--- config.mk ---
export PLATFORM = sky130hd
export DESIGN_NAME = strobed_inport
export DESIGN_NICKNAME = d
export VERILOG_FILES = /design/src/rtl/inport_pkg.sv /design/src/rtl/inport_sync.sv /design/src/rtl/inport_latch.sv /design/src/rtl/inport_ctrl.sv /design/src/rtl/strobed_inport.sv
export SDC_FILE = /design/constraint.sdc
export NUM_CORES = 1
export LEC_CHECK = 0
export BUFFER_PORTS_ARGS = -buffer_cell sky130_fd_sc_hd__buf_4
export CORE_ASPECT_RATIO = 0.5
export CORE_MARGIN = 2
export CORE_UTILIZATION = 25
export DETAILED_ROUTE_END_ITERATION = 6
export PLACE_DENSITY = 0.5
export RECOVER_POWER = 50
export SLEW_MARGIN = 20
export SYNTH_ARGS = -nofsm -noshare
export SYNTH_HDL_FRONTEND = slang
export SYNTH_SLANG_ARGS = --single-unit
--- constraint.sdc ---
create_clock -name clk -period 1.5 [get_ports clk]
set_clock_uncertainty 0.15 [all_clocks]
set_input_delay 0.075 -clock clk [delete_from_list [all_inputs] [get_ports clk]]
set_output_delay 0.075 -clock clk [all_outputs]
set_load 0.1 [all_outputs]
--- src/rtl/inport_pkg.sv ---
package inport_pkg;

  typedef struct packed {
    logic       is_bsr;
    logic [2:0] idx;
    logic       val;
  } bsr_cmd_t;

  function automatic bsr_cmd_t decode_bsr(input logic wr, input logic [7:0] w);
    bsr_cmd_t c;
    c.is_bsr = wr & ~w[7];
    c.idx    = w[3:1];
    c.val    = w[0];
    return c;
  endfunction

endpackage

--- src/rtl/inport_sync.sv ---
module inport_sync #(
  parameter int STAGES = 2,
  parameter int DATA_W = 8
) (
  input  logic              clk,
  input  logic              rst,
  input  logic              stb_n,
  input  logic [DATA_W-1:0] pin_data,
  output logic              stb_hi,
  output logic              rise,
  output logic [DATA_W-1:0] data_al
);

  logic [STAGES-1:0] sreg;
  logic [DATA_W-1:0] dpipe [STAGES];
  logic              prev;

  always_ff @(posedge clk) begin
    if (rst) begin
      sreg <= '1;
      prev <= 1'b1;
    end else begin
      sreg <= {sreg[STAGES-2:0], stb_n};
      prev <= sreg[STAGES-1];
    end
  end

  always_ff @(posedge clk) begin
    if (rst) dpipe[0] <= '0;
    else     dpipe[0] <= pin_data;
  end

  for (genvar g = 1; g < STAGES; g++) begin : g_dpipe
    always_ff @(posedge clk) begin
      if (rst) dpipe[g] <= '0;
      else     dpipe[g] <= dpipe[g-1];
    end
  end

  assign stb_hi  = sreg[STAGES-1];
  assign rise    = stb_hi & ~prev;
  assign data_al = dpipe[STAGES-1];

endmodule

--- src/rtl/inport_latch.sv ---
module inport_latch #(
  parameter int DATA_W = 8
) (
  input  logic              clk,
  input  logic              rst,
  input  logic              stb_hi,
  input  logic              rise,
  input  logic [DATA_W-1:0] data_al,
  input  logic              rd_clr,
  output logic [DATA_W-1:0] latch,
  output logic              ibf,
  output logic              ibf_nxt
);

  logic [DATA_W-1:0] stage;

  always_comb begin
    ibf_nxt = ibf;
    if (rd_clr) ibf_nxt = 1'b0;
    if (rise)   ibf_nxt = 1'b1;
  end

  always_ff @(posedge clk) begin
    if (rst) begin
      stage <= '0;
      latch <= '0;
      ibf   <= 1'b0;
    end else begin
      if (!stb_hi) stage <= data_al;
      if (rise)    latch <= stage;
      ibf <= ibf_nxt;
    end
  end

  p_capture_sets_ibf_r3: assert property (@(posedge clk) disable iff (rst)
    rise |=> ibf && (latch == $past(stage)));
  p_latch_hold_r2: assert property (@(posedge clk) disable iff (rst)
    !rise |=> $stable(latch));
  p_read_clears_r4: assert property (@(posedge clk) disable iff (rst)
    (rd_clr && !rise) |=> !ibf);

endmodule

--- src/rtl/inport_ctrl.sv ---
module inport_ctrl
  import inport_pkg::*;
#(
  parameter bit GROUP_B = 1'b0
) (
  input  logic       clk,
  input  logic       rst,
  input  logic       wr,
  input  logic [7:0] wdata,
  output logic       inte,
  output logic       inte_nxt,
  output logic [1:0] spare_out
);

  localparam logic [2:0] EN_IDX = GROUP_B ? 3'd2 : 3'd4;

  bsr_cmd_t cmd;
  logic [1:0] spare_nxt;

  always_comb begin
    cmd       = decode_bsr(wr, wdata);
    inte_nxt  = inte;
    spare_nxt = spare_out;
    if (cmd.is_bsr) begin
      if (cmd.idx == EN_IDX) inte_nxt     = cmd.val;
      if (cmd.idx == 3'd7)   spare_nxt[1] = cmd.val;
      if (cmd.idx == 3'd6)   spare_nxt[0] = cmd.val;
    end
  end

  always_ff @(posedge clk) begin
    if (rst) begin
      inte      <= 1'b0;
      spare_out <= 2'b00;
    end else begin
      inte      <= inte_nxt;
      spare_out <= spare_nxt;
    end
  end

  p_mode_word_ignored_r8: assert property (@(posedge clk) disable iff (rst)
    (wr && wdata[7]) |=> $stable(inte) && $stable(spare_out));
  p_enable_write_r6: assert property (@(posedge clk) disable iff (rst)
    (wr && !wdata[7] && wdata[3:1] == EN_IDX) |=> inte == $past(wdata[0]));

endmodule

--- src/rtl/strobed_inport.sv ---
module strobed_inport #(
  parameter int DATA_W      = 8,
  parameter int SYNC_STAGES = 2,
  parameter bit GROUP_B     = 1'b0
) (
  input  logic              clk,
  input  logic              rst,
  input  logic              stb_n,
  input  logic [DATA_W-1:0] pin_data,
  input  logic              host_rd,
  input  logic              host_sel,
  input  logic              host_wr,
  input  logic [7:0]        host_wdata,
  output logic [DATA_W-1:0] host_rdata,
  output logic              ibf,
  output logic              intr,
  input  logic [1:0]        spare_in,
  output logic [1:0]        spare_out
);

  localparam int IBF_POS  = GROUP_B ? 1 : 5;
  localparam int INTE_POS = GROUP_B ? 2 : 4;
  localparam int INTR_POS = GROUP_B ? 0 : 3;

  logic              stb_hi, rise, ibf_nxt, inte, inte_nxt, rd_clr;
  logic [DATA_W-1:0] data_al, latch;
  logic [7:0]        status;

  assign rd_clr = host_rd & ~host_sel;

  inport_sync #(.STAGES(SYNC_STAGES), .DATA_W(DATA_W)) u_sync (
    .clk(clk), .rst(rst), .stb_n(stb_n), .pin_data(pin_data),
    .stb_hi(stb_hi), .rise(rise), .data_al(data_al)
  );

  inport_latch #(.DATA_W(DATA_W)) u_latch (
    .clk(clk), .rst(rst), .stb_hi(stb_hi), .rise(rise), .data_al(data_al),
    .rd_clr(rd_clr), .latch(latch), .ibf(ibf), .ibf_nxt(ibf_nxt)
  );

  inport_ctrl #(.GROUP_B(GROUP_B)) u_ctrl (
    .clk(clk), .rst(rst), .wr(host_wr), .wdata(host_wdata),
    .inte(inte), .inte_nxt(inte_nxt), .spare_out(spare_out)
  );

  always_comb begin
    status           = 8'h00;
    status[7]        = spare_in[1];
    status[6]        = spare_in[0];
    status[IBF_POS]  = ibf;
    status[INTE_POS] = inte;
    status[INTR_POS] = intr;
  end

  always_ff @(posedge clk) begin
    if (rst) begin
      intr       <= 1'b0;
      host_rdata <= '0;
    end else begin
      intr <= stb_hi & ibf_nxt & inte_nxt;
      if (host_rd) host_rdata <= host_sel ? DATA_W'(status) : latch;
    end
  end

  p_intr_gated_r5: assert property (@(posedge clk) disable iff (rst)
    intr |-> ibf && inte);
  p_read_data_r4: assert property (@(posedge clk) disable iff (rst)
    (host_rd && !host_sel) |=> host_rdata == $past(latch));
  p_read_drops_intr_r4: assert property (@(posedge clk) disable iff (rst)
    (rd_clr && !rise) |=> !intr);

endmodule

==> flow_summary.toml <==
[critical_path]
cp_num_cells = 5
rr_endpoint = "intr"
required_ns = 1.50
crit_fanout = 5
crit_top_cell = "dlygate4sd3_1"
path_cells = "dlygate4sd3_1 > buf_4 > nand3_1 > dlygate4sd3_1 > a21oi_1"
cpPeakStageDelay_ns = 0.54
critPathKind = "input port to flip-flop"
r2r_slack_ns = 0.28
cp-start-kind = "input port"
end_kind = "flip-flop"
r2r_start = "u_sync.sreg[1]"
path_buf_inv = 3
cp.arrival_ns = 1.43
ff2ff_path_depth = 3
cpMaxStageDelayCell = "dlygate4sd3_1"
crit_family = "buffers and inverters"

[layout]
antennaDiodeCount = 0
fill_cells = 657
area_delta_synth_final_pct = 37.8
fin_cells = 298
layout.nets = 233
drive_above_1_share_pct = 23.3

[route]
vias = 1130
drt-met1-wl_um = 1510
dr.max_layer_used = "met4"
route.met3.wl_um = 142
drc_errors = 0
wl_per_cell_um = 9.61
drt_iter0_markers = 31
drtAntennaViolNets = 0
wirelength_um = 2860
avgViaCountPerCell = 3.79
met2_length_um = 1170
first_pass_iters = 4

[min_path]
worstHoldStart = "spare_in[0]"
holdCritPathClass = "input port to flip-flop"
hold_depth = 3
hold-path-endpoint = "host_rdata[6]"

[global_route]
grt_pass1_vias = 1077
grt_util_all_layers_pct = 8.61
grt_start_max_net_pins = 49
grt_pass1_wl_um = 4810
antenna_found_initial = 0
grt_remaining_overflow = 0

[place]
dp_cells = 275
dp_slack_ns = 0.290
dp_hpwl_um = 1940
port_buffers = 32
place_congestion = 0.684

[clocking]
cts_buffers = 5
cts_root_buf = "clkbuf_16"
cts_tree = "yes"
cts_resized = 0
cts.path.max_buffers = 2
clkSinkCount = 48
insertion_delay_ns = 0.28
clk_pin_slew_worst_paths_ns = 0.06
htree_levels = 2

[floorplanning]
ios = 36
core_sq_mm = 0.00621
dieArea_sq_mm = 0.00724
initial_utilization_pct = 26.4
die-width_um = 118
dieHeight_um = 61.2
rows = 20

[flow_run]
cap_viol_max_count = 0

[synth]
synth-edff-count = 0
synth_cell_types = 24
synth_top_cell_area_share_pct = 58.8
netlist_instances = 163
synthTopCellsByArea = "dfxtp_1 59%, mux2i_1 8.0%, nor2b_1 6.5%"
yosys_warnings = 0
avgSynthCellArea_sq_um = 10.0
syn_nets = 187
synth-seq-cells = 48
async_reset_ff_share_pct = 0
synth_area_leader_cell = "dfxtp_1"
yosysSeqAreaShare_pct = 58.8
syn_area_sq_mm = 0.00164
ys.flop_type = "dfxtp_1"

[power_and_ir_drop]
power_density_mw_per_mm2 = 1180
clkPwrFrac_pct = 41.1
power_frac_comb_pct = 8.9
vdd_drop_max_v = 0.000391
seqPwrFrac_pct = 49.9
power.switching_mw = 0.571
p_int_mw = 2.08
switching_share_pct = 21.6
total_leakage_power_nw = 0.940

[outcome]
outcome = "finished, final reports clean"

[timing]
hold_violations = 0
fmax_mhz = 698
rsz0062_at_grt = "no"
tightest_slew_ns = 0.483
min_period_over_period_pct = 95.5
finalSetupViolCount = 0
min_period_ns = 1.43
final_max_slew_viol_count = 0
setup_ws_ns = 0.0673
setup_tns_ns = 0
max_slew_margin_pct = 67.8
==> cell usage after synthesis (all sizes together), types with 2 or more instances <==
cell    number
dfxtp       48
nand2       20
nor2b       17
a21oi       15
nor2        14
mux2i       13
buf          6
a211oi       5
nand3b       5
clkbuf       4
inv          3
or2          3
nand2b       2
==> tightest hold or removal path: cells and delay by family <==
kind            cells  cell delay [ns]
compound gates      1             0.08
buf+inv             1             0.11
mux                 1             0.12
==> routing by layer <==
metal / track usage (%) / up-vias
met3: 2.87 / 6
met4: 5.10 / 0
li1: - / 626
met5: 0 / -
met1: 10.9 / 477
met2: 13.2 / 21
==> sequential cells by signal, summed over array words and instances (netlist names) <==
signal and flops:
u_sync.dpipe 16, host_rdata 8, u_latch.latch 8, u_latch.stage 8, u_ctrl.spare_out 2, u_sync.sreg 2
intr 1, u_ctrl.inte 1, u_latch.ibf 1, u_sync.prev 1
==> how the worst max path moves through the flow <==
stage / slack (ns) / endpoint / startpoint
after floorplan: 0.003 / u_ctrl.spare_out[1] / u_ctrl.spare_out[1]
after global placement: 0.34 / intr / host_wdata[7]
after detailed placement: 0.29 / intr / host_wdata[7]
after CTS: 0.07 / u_ctrl.spare_out[0] / host_wdata[2]
after global routing: 0.01 / u_ctrl.spare_out[0] / host_wdata[2]
final: 0.07 / u_ctrl.spare_out[0] / host_wdata[2]
==> logic make-up after synthesis <==
family	after synthesis	share of synthesized area, %
AND/OR/NAND/NOR	64	20.2
flip-flops	48	58.8
AO/OA/AOI/OAI	25	9.64
multiplexers	13	7.96
buffers and inverters	13	3.44
==> final cells by class <==
type	instances	area (sq um)	area share [%]
inverters	3	11.3	0.500
multi-input cells	102	618	27.4
clock buffers	8	146	6.50
well taps	88	110	4.89
repair buffers	49	403	17.9
flip-flops and latches	48	965	42.8
==> layout by cell type, fill, tap and decap left out, types with 2 or more instances in the layout <==
| master | synthesis | final |
|---|---|---|
| clkbuf_4 | 0 | 9 |
| dfxtp_1 | 48 | 45 |
| nand2b_1 | 2 | 2 |
| nand2_1 | 20 | 20 |
| a211oi_1 | 5 | 5 |
| inv_1 | 3 | 3 |
| dfxtp_2 | 0 | 3 |
| a21oi_1 | 15 | 15 |
| nor2_1 | 14 | 14 |
| clkbuf_1 | 4 | 2 |
| buf_4 | 1 | 24 |
| or2_2 | 3 | 3 |
| clkbuf_16 | 0 | 5 |
| nand3b_1 | 4 | 4 |
| dlygate4sd3_1 | 0 | 15 |
| mux2i_1 | 13 | 13 |
| nor2b_1 | 17 | 17 |
==> power groups by stage <==
stage               combinational [mW]  sequential (mW)  clock, mW
detailed placement               0.212             1.35          0
global placement                 0.211             1.35          0
floorplan                       0.0791             1.41          0
CTS                              0.241             1.32       1.13
finish                           0.236             1.32       1.09
global route                     0.254             1.32       1.19
==> per-stage QoR <==
| stage | cell area, sq um | total power, mW | util, % | hold WS, ns |
|---|---|---|---|---|
| 2_1_floorplan | 1640 | 1.49 | - | 0.0288 |
| 3_3_place_gp | 1960 | 1.56 | 31.6 | 0.112 |
| 3_5_place_dp | 1960 | 1.56 | 31.6 | 0.114 |
| 4_1_cts | 2260 | 2.69 | 36.4 | 0.000515 |
| 5_1_grt | 2250 | 2.77 | 36.3 | 0.0275 |
| 6_report | 2250 | 2.65 | 36.3 | 0.000551 |
==> repair_timing <==
item / in CTS / in global routing
hold buffers: 15 / 0
buffers inserted: 0 / 0
endpoints found under the hold margin: 18 / 0
endpoints found under the setup margin: 0 / 0
Power figures use the tool's default switching activity.
